### config.mk
export PLATFORM = sky130hd
export DESIGN_NAME = bitrate_gen
export DESIGN_NICKNAME = d
export VERILOG_FILES = /design/src/rtl/brg_pkg.sv /design/src/rtl/brg_prescaler.sv /design/src/rtl/brg_frac_div.sv /design/src/rtl/brg_phase_seq.sv /design/src/rtl/bitrate_gen.sv
export SDC_FILE = /design/constraint.sdc
export NUM_CORES = 1
export LEC_CHECK = 0
export BUFFER_PORTS_ARGS = -buffer_cell sky130_fd_sc_hd__buf_2
export CAP_MARGIN = 20
export CORE_MARGIN = 2
export CORE_UTILIZATION = 60
export DETAILED_ROUTE_END_ITERATION = 10
export GPL_ROUTABILITY_DRIVEN = 0
export PLACE_DENSITY = 0.81
export SETUP_SLACK_MARGIN = 0.3
export SKIP_CTS_REPAIR_TIMING = 1
export SYNTH_ARGS = -nofsm -noshare
export SYNTH_HDL_FRONTEND = slang
export SYNTH_HIERARCHICAL = 1
export SYNTH_SLANG_ARGS = --single-unit
### constraint.sdc
create_clock -name clk_i -period 7.5 [get_ports clk_i]
set_input_delay 0 -clock clk_i [delete_from_list [all_inputs] [get_ports clk_i]]
set_output_delay 0 -clock clk_i [all_outputs]
set_load 0.02 [all_outputs]
### src/rtl/brg_pkg.sv
package brg_pkg;
  localparam int unsigned PRE_W_D = 8;
  localparam int unsigned ACC_W_D = 16;
  localparam int unsigned LEN_W_D = 8;

  typedef enum logic {
    PH_LOW  = 1'b0,
    PH_HIGH = 1'b1
  } phase_e;
endpackage

### src/rtl/brg_prescaler.sv
module brg_prescaler #(
  parameter int unsigned PRE_W = brg_pkg::PRE_W_D
) (
  input  logic             clk_i,
  input  logic             rst_ni,
  input  logic             run_i,
  input  logic [PRE_W-1:0] div_i,
  output logic             ken_o
);
  logic [PRE_W-1:0] cnt_q;

  assign ken_o = run_i && (cnt_q == div_i);

  always_ff @(posedge clk_i or negedge rst_ni) begin
    if (!rst_ni)    cnt_q <= '0;
    else if (!run_i) cnt_q <= '0;
    else if (ken_o)  cnt_q <= '0;
    else             cnt_q <= cnt_q + PRE_W'(1);
  end

  AST_PCNT_RANGE: assert property (@(posedge clk_i) disable iff (!rst_ni)
    run_i |-> (cnt_q <= div_i));
endmodule

### src/rtl/brg_frac_div.sv
module brg_frac_div #(
  parameter int unsigned ACC_W = brg_pkg::ACC_W_D
) (
  input  logic             clk_i,
  input  logic             rst_ni,
  input  logic             run_i,
  input  logic             ken_i,
  input  logic [ACC_W-1:0] step_i,
  input  logic [ACC_W-1:0] mod_i,
  output logic             tick_o
);
  logic [ACC_W-1:0] acc_q;
  logic [ACC_W:0]   sum;
  logic [ACC_W:0]   rem;
  logic             wrap;

  assign sum    = {1'b0, acc_q} + {1'b0, step_i};
  assign wrap   = (sum >= {1'b0, mod_i}) && (step_i != '0);
  assign rem    = sum - {1'b0, mod_i};
  assign tick_o = ken_i && wrap;

  always_ff @(posedge clk_i or negedge rst_ni) begin
    if (!rst_ni)     acc_q <= '0;
    else if (!run_i) acc_q <= '0;
    else if (ken_i)  acc_q <= wrap ? rem[ACC_W-1:0] : sum[ACC_W-1:0];
  end

  AST_ACC_BELOW_MOD: assert property (@(posedge clk_i) disable iff (!rst_ni)
    (run_i && mod_i != '0 && step_i <= mod_i) |-> (acc_q < mod_i));
endmodule

### src/rtl/brg_phase_seq.sv
module brg_phase_seq #(
  parameter int unsigned LEN_W = brg_pkg::LEN_W_D
) (
  input  logic             clk_i,
  input  logic             rst_ni,
  input  logic             run_i,
  input  logic             qtick_i,
  input  logic [LEN_W-1:0] low_i,
  input  logic [LEN_W-1:0] high_i,
  input  logic [LEN_W-1:0] hold_i,
  input  logic [LEN_W-1:0] smp_i,
  output logic             scl_o,
  output logic             fall_o,
  output logic             rise_o,
  output logic             data_o,
  output logic             smp_o
);
  import brg_pkg::*;

  phase_e           phase_q, phase_n;
  logic [LEN_W-1:0] idx_q, idx_n;
  logic [LEN_W-1:0] low_last, high_last, cur_last;
  logic             at_end;

  assign low_last  = (low_i  == '0) ? '0 : low_i  - LEN_W'(1);
  assign high_last = (high_i == '0) ? '0 : high_i - LEN_W'(1);
  assign cur_last  = (phase_q == PH_LOW) ? low_last : high_last;
  assign at_end    = (idx_q == cur_last);

  always_comb begin
    phase_n = phase_q;
    idx_n   = idx_q;
    if (qtick_i) begin
      if (at_end) begin
        phase_n = (phase_q == PH_LOW) ? PH_HIGH : PH_LOW;
        idx_n   = '0;
      end else begin
        idx_n   = idx_q + LEN_W'(1);
      end
    end
  end

  always_ff @(posedge clk_i or negedge rst_ni) begin
    if (!rst_ni) begin
      phase_q <= PH_LOW;
      idx_q   <= '0;
      fall_o  <= 1'b0;
      rise_o  <= 1'b0;
      data_o  <= 1'b0;
      smp_o   <= 1'b0;
    end else if (!run_i) begin
      phase_q <= PH_LOW;
      idx_q   <= '0;
      fall_o  <= 1'b0;
      rise_o  <= 1'b0;
      data_o  <= 1'b0;
      smp_o   <= 1'b0;
    end else begin
      phase_q <= phase_n;
      idx_q   <= idx_n;
      fall_o  <= qtick_i && at_end && (phase_q == PH_HIGH);
      rise_o  <= qtick_i && at_end && (phase_q == PH_LOW);
      data_o  <= qtick_i && (phase_n == PH_LOW)  && (idx_n == hold_i);
      smp_o   <= qtick_i && (phase_n == PH_HIGH) && (idx_n == smp_i);
    end
  end

  assign scl_o = (phase_q == PH_HIGH);

  AST_IDX_IN_PHASE: assert property (@(posedge clk_i) disable iff (!rst_ni)
    run_i |-> (idx_q <= cur_last));
  AST_FALL_LEVEL: assert property (@(posedge clk_i) disable iff (!rst_ni)
    fall_o |-> !scl_o);
  AST_RISE_LEVEL: assert property (@(posedge clk_i) disable iff (!rst_ni)
    rise_o |-> scl_o);
endmodule

### src/rtl/bitrate_gen.sv
module bitrate_gen #(
  parameter int unsigned PRE_W = brg_pkg::PRE_W_D,
  parameter int unsigned ACC_W = brg_pkg::ACC_W_D,
  parameter int unsigned LEN_W = brg_pkg::LEN_W_D
) (
  input  logic             clk_i,
  input  logic             rst_ni,
  input  logic             en_i,
  input  logic [PRE_W-1:0] pre_div_i,
  input  logic [ACC_W-1:0] frac_step_i,
  input  logic [ACC_W-1:0] frac_mod_i,
  input  logic [LEN_W-1:0] low_len_i,
  input  logic [LEN_W-1:0] high_len_i,
  input  logic [LEN_W-1:0] hold_len_i,
  input  logic [LEN_W-1:0] smp_len_i,
  output logic             kclk_o,
  output logic             tq_o,
  output logic             scl_o,
  output logic             fall_o,
  output logic             rise_o,
  output logic             data_o,
  output logic             smp_o
);
  localparam int unsigned CFG_W = PRE_W + 2 * ACC_W + 4 * LEN_W;

  logic [PRE_W-1:0] pre_q;
  logic [ACC_W-1:0] step_q, mod_q;
  logic [LEN_W-1:0] low_q, high_q, hold_q, smpl_q;
  logic [CFG_W-1:0] cfg_flat;
  logic             ken, qtick;

  // configuration shadow: transparent while idle, frozen while running
  always_ff @(posedge clk_i or negedge rst_ni) begin
    if (!rst_ni) begin
      pre_q  <= '0;
      step_q <= '0;
      mod_q  <= '0;
      low_q  <= '0;
      high_q <= '0;
      hold_q <= '0;
      smpl_q <= '0;
    end else if (!en_i) begin
      pre_q  <= pre_div_i;
      step_q <= frac_step_i;
      mod_q  <= frac_mod_i;
      low_q  <= low_len_i;
      high_q <= high_len_i;
      hold_q <= hold_len_i;
      smpl_q <= smp_len_i;
    end
  end

  assign cfg_flat = {pre_q, step_q, mod_q, low_q, high_q, hold_q, smpl_q};

  brg_prescaler #(.PRE_W(PRE_W)) u_pre (
    .clk_i (clk_i),
    .rst_ni(rst_ni),
    .run_i (en_i),
    .div_i (pre_q),
    .ken_o (ken)
  );

  brg_frac_div #(.ACC_W(ACC_W)) u_frac (
    .clk_i (clk_i),
    .rst_ni(rst_ni),
    .run_i (en_i),
    .ken_i (ken),
    .step_i(step_q),
    .mod_i (mod_q),
    .tick_o(qtick)
  );

  brg_phase_seq #(.LEN_W(LEN_W)) u_seq (
    .clk_i  (clk_i),
    .rst_ni (rst_ni),
    .run_i  (en_i),
    .qtick_i(qtick),
    .low_i  (low_q),
    .high_i (high_q),
    .hold_i (hold_q),
    .smp_i  (smpl_q),
    .scl_o  (scl_o),
    .fall_o (fall_o),
    .rise_o (rise_o),
    .data_o (data_o),
    .smp_o  (smp_o)
  );

  always_ff @(posedge clk_i or negedge rst_ni) begin
    if (!rst_ni) begin
      kclk_o <= 1'b0;
      tq_o   <= 1'b0;
    end else begin
      kclk_o <= ken;
      tq_o   <= qtick;
    end
  end

  AST_TQ_WITH_KCLK: assert property (@(posedge clk_i) disable iff (!rst_ni)
    tq_o |-> kclk_o);
  AST_EDGE_EXCL: assert property (@(posedge clk_i) disable iff (!rst_ni)
    $onehot0({rise_o, fall_o}));
  AST_CFG_FROZEN: assert property (@(posedge clk_i) disable iff (!rst_ni)
    (en_i && $past(en_i)) |-> $stable(cfg_flat));
  AST_IDLE_QUIET: assert property (@(posedge clk_i) disable iff (!rst_ni)
    !en_i |=> !(kclk_o || tq_o || scl_o || fall_o || rise_o || data_o || smp_o));
endmodule

* Yosys cells after proc, flatten, opt, wreduce, memory -nomap -nowiden *
Index checks and enable logic that the tools add are counted.

operators by class
  bitwise operators = 2
  equality and inequality tests = 5
  reductions and logical operators = 13
  $lt $le $gt $ge = 1
  multiplexer cells = 19
  $add $sub $neg = 6

operators by type and width
  cell                                                                      count
  8-bit two-way mux                                                         8
  16-bit two-way mux                                                        3
  8-bit == test                                                             4
  16-bit by 16-bit adder with 17-bit output                                 1
  17-bit by 16-bit >= comparator with 1-bit output                          1
  8-bit by 1-bit adder with 8-bit output (second input constant)            2
  8-bit logical NOT                                                         2
  16-bit nonzero test                                                       1
  16-bit subtractor                                                         1
  8-bit by 1-bit subtractor with 8-bit output (second input constant)       2
  1-bit logical AND                                                         10
  1-bit two-way mux                                                         8
  2-bit by 1-bit inequality test with 1-bit output (second input constant)  1
  1-bit inverter                                                            2

storage, ports and cells
  output and inout bits = 7
  register bits after elaboration = 111
  word-level logic and storage cells = 63

* Depth between registers and ports, before layout *
Gate-level depths: netlist of run 1.

  depth in word-level cells = 10
  depth in mapped cells = 26
  mapped depth without buffers = 24

* Modules after synthesis *
Netlist of run 1, hierarchy kept.

modules (own cells, without submodules)
  module         cells each  sequential area each (um^2)  area an instance (um^2)  instances
  bitrate_gen    154         1851.8                       3076.7                   1
  brg_frac_div   323         400.4                        2479.9                   1
  brg_phase_seq  193         325.3                        1580.3                   1
  brg_prescaler  47          200.2                        491.7                    1

* Least setup slack after synthesis of run 1 *
No wires, ideal clock.

  path type = reg2reg
  from = register step_q[0]
  to = register u_seq.smp_o
  cell stages (with the launch flop) = 26
  required time = 7.380 ns
  period minus slack after synthesis = 5.209 ns
  setup time = 0.120 ns
  path slack = 2.291 ns
  arrival = 5.089 ns
  buffers on the path = 2
  cell sequence = dfrtp_1 -> ha_1 -> inv_1 -> fa_1 -> and2b_1 -> o31ai_4 -> a211oi_1 -> o21a_1 -> or3_1 -> and2_1 -> ha_1 -> nand4_1 -> o41ai_1 -> a21oi_1 -> a21o_1 -> buf_6 -> a21oi_1 -> clkbuf_1 -> nand4_1 -> nor2_1 -> nand3_1 -> xnor2_1 -> xor2_1 -> a2111oi_4 -> o211a_1 -> and4_1

on the way
  word-level cells in the longest chain between the ends = 8
  elaborated cells on any way between the ends = 11
  classes of those cells = add/sub: 1; order compare: 1; eq/ne: 1; mux: 3; reduce/logical: 5

RTL lines
  what                                                           RTL line             text
  start: declaration                                             bitrate_gen.sv:27    logic [ACC_W-1:0] step_q, mod_q;
  start signal: assignment                                       bitrate_gen.sv:44    step_q <= frac_step_i;
  16-bit by 16-bit adder with 17-bit output                      brg_frac_div.sv:17   assign sum = {1'b0, acc_q} + {1'b0, step_i};
  17-bit by 16-bit >= comparator with 1-bit output               brg_frac_div.sv:18   assign wrap = (sum >= {1'b0, mod_i}) && (step_i != '0);
  1-bit logical AND (*)                                          brg_frac_div.sv:18
  1-bit logical AND (*)                                          brg_frac_div.sv:20   assign tick_o = ken_i && wrap;
  named net qtick                                                bitrate_gen.sv:30    logic ken, qtick;
  8-bit two-way mux / 1-bit two-way mux (equally long branches)  brg_phase_seq.sv:33  if (qtick_i) begin
  8-bit == test / 1-bit logical AND (equally long branches)      brg_phase_seq.sv:64  smp_o <= qtick_i && (phase_n == PH_HIGH) && (idx_n == smp_i);
  1-bit logical AND (*)                                          brg_phase_seq.sv:64
  1-bit two-way mux (*)                                          brg_phase_seq.sv:51  end else if (!run_i) begin
  end signal: assignment                                         brg_phase_seq.sv:64
  end: declaration                                               brg_phase_seq.sv:16  output logic smp_o

Mark *: on every way through the listed nets, which the timed path passes. The rest lies on a longest branch.
A chain may end at the register's enable or synchronous reset.

* Worst setup path after layout of run 1 *
  from = register step_q[0]
  to = register u_seq.data_o

on the way
  word-level cells in the longest chain between the ends = 9
  elaborated cells on any way between the ends = 12
  classes of those cells = add/sub: 1; order compare: 1; eq/ne: 1; mux: 3; bitwise: 1; reduce/logical: 5

RTL lines
  what                                                       RTL line             text
  16-bit by 16-bit adder with 17-bit output                  brg_frac_div.sv:17
  17-bit by 16-bit >= comparator with 1-bit output           brg_frac_div.sv:18
  1-bit logical AND (*)                                      brg_frac_div.sv:18
  1-bit logical AND (*)                                      brg_frac_div.sv:20
  named net qtick                                            bitrate_gen.sv:30
  branches (longest 3 deep; another with 8-bit two-way mux)  --
  1-bit logical AND (*)                                      brg_phase_seq.sv:63  data_o <= qtick_i && (phase_n == PH_LOW) && (idx_n == hold_i);
  1-bit two-way mux (*)                                      brg_phase_seq.sv:51
  end signal: assignment                                     brg_phase_seq.sv:63
  end: declaration                                           brg_phase_seq.sv:15  output logic data_o,

Mark *: on every way through the listed nets, which the timed path passes.

==> results of run 1 <==
[where the power goes]
group | leakage [nW] | internal (W) | total, W | switching, W
Sequential | 1.38 | 0.000639 | 0.000689 | 0.0000494
Clock | 0.142 | 0.000255 | 0.000474 | 0.000219
Combinational | 2.69 | 0.000216 | 0.000435 | 0.000219
[worst max-delay path by stage]
stage,endpoint,slack [ps],cells after the start
2_1_floorplan,u_seq/smp_o,2290,25
3_3_place_gp,u_seq/smp_o,1880,24
3_5_place_dp,u_seq/data_o,1630,23
4_1_cts,u_seq/data_o,1600,23
5_1_grt,u_seq/data_o,980,23
6_report,u_seq/data_o,1520,23
[synth_stat cells (4+ instances only)]
cell	number	area [um2]
a211o_1	4	35.0
nand2_1	24	90.1
a21oi_1	26	130
a221oi_1	4	35.0
nand3_1	25	125
mux2_4	70	1050
inv_1	47	176
clkbuf_1	9	33.8
o21ai_0	41	205
dfrtp_1	111	2780
nor2b_1	9	56.3
a21o_1	12	90.1
o22ai_1	8	50.1
nor3_1	13	65.1
nor3b_1	4	30.0
a31oi_1	17	106
and3_1	5	31.3
o21a_1	8	60.1
mux2i_1	6	60.1
nand2b_1	9	56.3
or3_1	15	93.8
nor4_1	12	75.1
a211oi_1	15	113
o21ai_1	10	50.1
ha_1	38	475
nor2_1	31	116
xnor2_1	20	175
nand4_1	7	43.8
xor2_1	25	219
buf_12	7	140
o211ai_1	8	60.1
and2_1	5	31.3
[layer usage]
layer	part of all wire (%)	track usage (%)	vias up
met1	42	32.2	3053
met2	50	44.0	239
li1	-	-	2966
met3	5.5	6.28	46
met4	2.5	9.02	0
met5	0	0	-
[stage by stage]
stage	worst slack, ps	area, um2	hold slack, ps	utilization, %	std cells
finish	1520	9080	167	72.6	1040
global route	975	9080	210	72.6	1040
CTS	1600	8350	-360	66.7	967
detailed placement	1630	8060	32.3	64.4	951
global placement	1880	8060	22.5	64.4	951
floorplan	2290	7630	-296	-	717
[cells in the final DEF, fill, tap and decap left out, types with 24 or more instances in the layout]
cell type,count
nand2_1,24
inv_1,47
dfrtp_1,111
o21ai_0,41
mux2_4,70
nor2_1,31
buf_2,79
nand3_1,25
a21oi_1,26
dlygate4sd3_1,73
xor2_1,25
ha_1,38
[state kept, by name (all words and copies together), names as in the netlist, 8 cells and up]
signal        flops
u_frac/acc_q     16
hold_q            8
u_seq/idx_q       8
smpl_q            8
low_q             8
u_pre/cnt_q       8
mod_q            16
step_q           16
pre_q             8
high_q            8
[worst max-delay path, stage by stage (launching register included)]
cell and delay [ps]:
dfrtp_1 400, ha_1 240, inv_1 80, fa_1 190, and2b_1 220, o31ai_4 330, a2111oi_4 150, or3_1 380
o311ai_1 360, ha_1 380, a21o_1 210, a211oi_1 240, o41ai_1 120, a21oi_1 160, a21o_1 520, a21oi_1 130
buf_4 240, nand4_1 150, nor2_1 90, xnor2_1 500, o221ai_1 190, mux2i_1 160, a2bb2oi_1 200, nor4b_2 230
[cells by family (layout without fill, tap and decap cells)]
group                      Yosys count  in the layout  share of synthesized area, %
AOI/OAI and AO/OA                  192            192                          17.8
buffers and inverters               71            222                          5.40
and+or+nand+nor                    178            178                          13.3
xor gates and xnor gates            46             46                          5.38
DFF                                111            111                          36.4
adders and majority gates           40             40                          6.76
muxes                               79             79                          15.0
[layout make-up]
class | count | area [um2]
fillers | 906 | 3430
multi-input cells | 535 | 4440
inverters | 47 | 176
repair buffers | 159 | 1180
clock inverters | 3 | 25.0
flip-flops and latches | 111 | 2780
clock buffers | 13 | 270
well taps | 172 | 215
==> flow_summary.ini, run 1 <==
[critical_path]
rr_startpoint = step_q[0]
endpoint_kind = flop
start_kind = flop
worstPathMaxFanout = 21
crit_type = reg -> reg
rrSetupSlack_ps = 1520
r2r_cells = 23
cp.required_ps = 7760
cp_data_arrival_time_ps = 6240
startpoint = step_q[0]
r2r-end = u_seq/data_o

[cts]
cts.sinks = 111
htree_levels = 3
tritoncts = done
clockRootBuffer = clkbuf_16
cts_buffer_depth = 2
cts_made_buffers = 9
clock_latency_ps = 360
clk_pin_slew_ps = 80

[sta]
worst_pin_slew_ps = 901
fin_crit_sh_pct = 79.8
setup-tns-final_ps = 0
post-route-min-period_ps = 5980
rsz0062_at_grt = false
drv_slew = 0
fmax_mhz = 167
max_slew_margin_pct = 39.9
finalHoldViolations = 0
clock-skew-final_ps = 13.0
setup_viol = 0

[synth]
syn_nets = 832
synth_seq_cells = 111
avgSynthCellArea_um2 = 10.6
async_flop_share_pct = 100
synthDistinctLibCells = 78
synth_edf_count = 0
syn_inst = 717
synth_area_mm2 = 0.00763
ys.flop_type = dfrtp_1
synth_seq_area_share_pct = 36.4
synth_warnings = 6

[global_route]
grt_overflow = 0
grt_pass1_wl_mm = 27.9
grt_max_degree = 70
antenna_found_initial = 0
track_usage_pct = 25.9
grt_pass1_vias = 5894

[power]
p_total_w = 0.00160
p_leak_nw = 4.22
power.density_mw_per_mm2 = 176
max-vdd-ir-drop_mv = 0.117

[floorplanning]
row_count = 41
die_h_um = 117
coreArea_mm2 = 0.0125
chipWidth_um = 117
die-area_mm2 = 0.0136
ios = 82
start_util_pct = 60.9

[place]
place_hpwl_mm = 12.2
portBuffers = 81

[routing]
vias = 6304
dr.first_iter.drc_count = 563
drc = 0
viasPerCell = 6.06
wl_per_cell_um = 17.3
ant_nets = 0
first_pass_iters = 5
wirelength_mm = 17.9

[cells_and_area]
antennaDiodeCount = 0
drive_above_1_share_pct = 21.8
nNetsFinal = 978
area_delta_synth_final_pct = 19.1

[flow_run]
drv_cap = 0

[worst_hold_path]
hold_class = in -> async

[run_status]
status = finished clean
Power figures use the tool's default switching activity.
==> run 2: changes to the inputs <==
==> constraint.sdc (replaced) <==
create_clock -name clk_i -period 5.9 [get_ports clk_i]
set_input_delay 0 -clock clk_i [delete_from_list [all_inputs] [get_ports clk_i]]
set_output_delay 0 -clock clk_i [all_outputs]
set_load 0.02 [all_outputs]
==> run 2 against run 1 <==
Against the previous run: clock power rose by 27%; clock skew is 4.8 ps lower; sequential share of layout area down 0.47 points; total power is 28% higher; global-route usage up 1.0 points; wire length is 6.3% higher; critical path depth down 1; critical path type unchanged; highest routed layer unchanged.
==> flow_summary.ini, run 2 (synthesized netlist as in run 1, its figures left out) <==
[sta]
clock-skew-final_ps = 8.12
rsz0062_at_grt = false
setup_slack_ps = 493
drv_slew = 0
fmax_mhz = 185
max_slew_margin_pct = 33.7
worst_pin_slew_ps = 995
post-route-min-period_ps = 5410
finalHoldViolations = 0
fin_crit_sh_pct = 91.7
setup_viol = 0
setup-tns-final_ps = 0

[floorplanning]
die-area_mm2 = 0.0136
ios = 82
die_h_um = 117
start_util_pct = 60.9
chipWidth_um = 117
row_count = 41
coreArea_mm2 = 0.0125

[routing]
first_pass_iters = 6
drc = 0
viasPerCell = 6.14
wirelength_mm = 19.1
wl_per_cell_um = 18.2
dr.first_iter.drc_count = 566
ant_nets = 0
vias = 6425

[cts]
clk_pin_slew_ps = 80
htree_levels = 3
cts_made_buffers = 9
cts_buffer_depth = 2
cts.sinks = 111
clock_latency_ps = 370
clockRootBuffer = clkbuf_16
tritoncts = done

[place]
pre_cts_ws_ps = 416
placed_cell_area_mm2 = 0.00806
portBuffers = 81
place_inst = 952
place_hpwl_mm = 12.6

[power]
p_sw_w = 0.000653
pwr-share-seq_pct = 42.7
switching_share_pct = 31.8
comb_power_share_pct = 28.0
power.share.clock_pct = 29.3
p_leak_nw = 4.25
max-vdd-ir-drop_mv = 0.158
power.density_mw_per_mm2 = 222
power.internal_w = 0.00140

[flow_run]
drv_cap = 0

[cells_and_area]
mostFrequentLayoutCells = dfrtp_1 (111), buf_2 (79), dlygate4sd3_1 (73), mux2_4 (70), inv_1 (47)
final_cells = 1046
utilization_pct = 73.7
reg_top3 = mod_q: 16 flops, step_q: 16 flops, u_frac/acc_q: 16 flops
antennaDiodeCount = 0
drive_above_1_share_pct = 24.4
nFillCells = 883
seqCellArea_mm2 = 0.00278
multi_input_area_mm2 = 0.00455
final_common_cell = dfrtp_1
post-route-cell-area_mm2 = 0.00923
area_delta_synth_final_pct = 20.9
nNetsFinal = 984

[global_route]
track_usage_pct = 26.9
grt_pass1_wl_mm = 28.8
grt_pass1_vias = 5858
grt_overflow = 0
grt_max_degree = 68
antenna_found_initial = 0

[critical_path]
worstPathMaxFanout = 7
start_kind = flop
cp_data_arrival_time_ps = 5680
endpoint_kind = flop
crit_type = reg -> reg
cp.required_ps = 6170

[worst_hold_path]
hold_class = in -> reg

[run_status]
status = finished clean
-- run 2: cell count changes in the layout (fill, tap and decap cells not counted), sizes merged --
cell,before,now
buf,86,92
clkinv,1,0
clkbuf,13,11
clkinvlp,1,3
inv,48,49
-- run 2: cell type report --
class                           instances  share of cell area, %
Clock inverter                          5                  0.434
Inverter                               47                   1.91
Timing Repair Buffer                  165                   13.3
Clock buffer                           11                   2.63
Multi-Input combinational cell        535                   49.3
Tap cell                              172                   2.33
Sequential cell                       111                   30.1
-- run 2: critical path, cell delays in order (launching register included) --
cell	delay, ps
dfrtp_1	410
ha_2	210
inv_1	70
fa_2	200
and2b_1	210
o31ai_4	380
a2111oi_4	170
or3_1	390
o311ai_2	280
ha_1	360
a21o_1	210
a211oi_1	310
o41ai_2	140
a21oi_1	190
a21o_1	200
a21oi_4	90
nand4_1	170
nor2_1	110
xnor2_2	300
o221ai_1	210
a211oi_2	310
a31oi_1	110
nor4b_2	310
-- run 2: path summary, 6_finish.rpt --
check                           startpoint  depth (start not counted)             end  slack (ps)
worst max-delay path             step_q[0]                         22    u_seq/data_o         490
worst min-delay path                  en_i                          2  u_seq/idx_q[0]         170
worst max register to register   step_q[0]                         22    u_seq/data_o         490
worst min register to register    mod_q[2]                          1        mod_q[2]         520
max in group asynchronous           rst_ni                          3        pre_q[3]        4470
min in group asynchronous           rst_ni                          2        low_q[0]         190
-- run 2: per-layer routing --
metal	share of wire [%]	GRT usage [%]	wire, um
met1	42	34.4	7940
met2	50	45.6	9520
met3	4.9	4.10	942
met4	3.5	10.9	669
met5	0	0	0
-- run 2: power groups by stage --
stage                     Clock [W]  Sequential, W  Combinational (W)
final                      0.000601       0.000876           0.000574
after global routing       0.000638       0.000884           0.000626
after CTS                  0.000606       0.000875           0.000511
after detailed placement          0       0.000888           0.000506
after global placement            0       0.000884           0.000486
after floorplan                   0       0.000867           0.000401
-- run 2: through the flow --
stage	hold WS, ps	power (W)
after floorplan	-296	0.00127
after global placement	34.2	0.00137
after detailed placement	48.1	0.00139
after CTS	-343	0.00199
after global routing	200	0.00215
final	171	0.00205
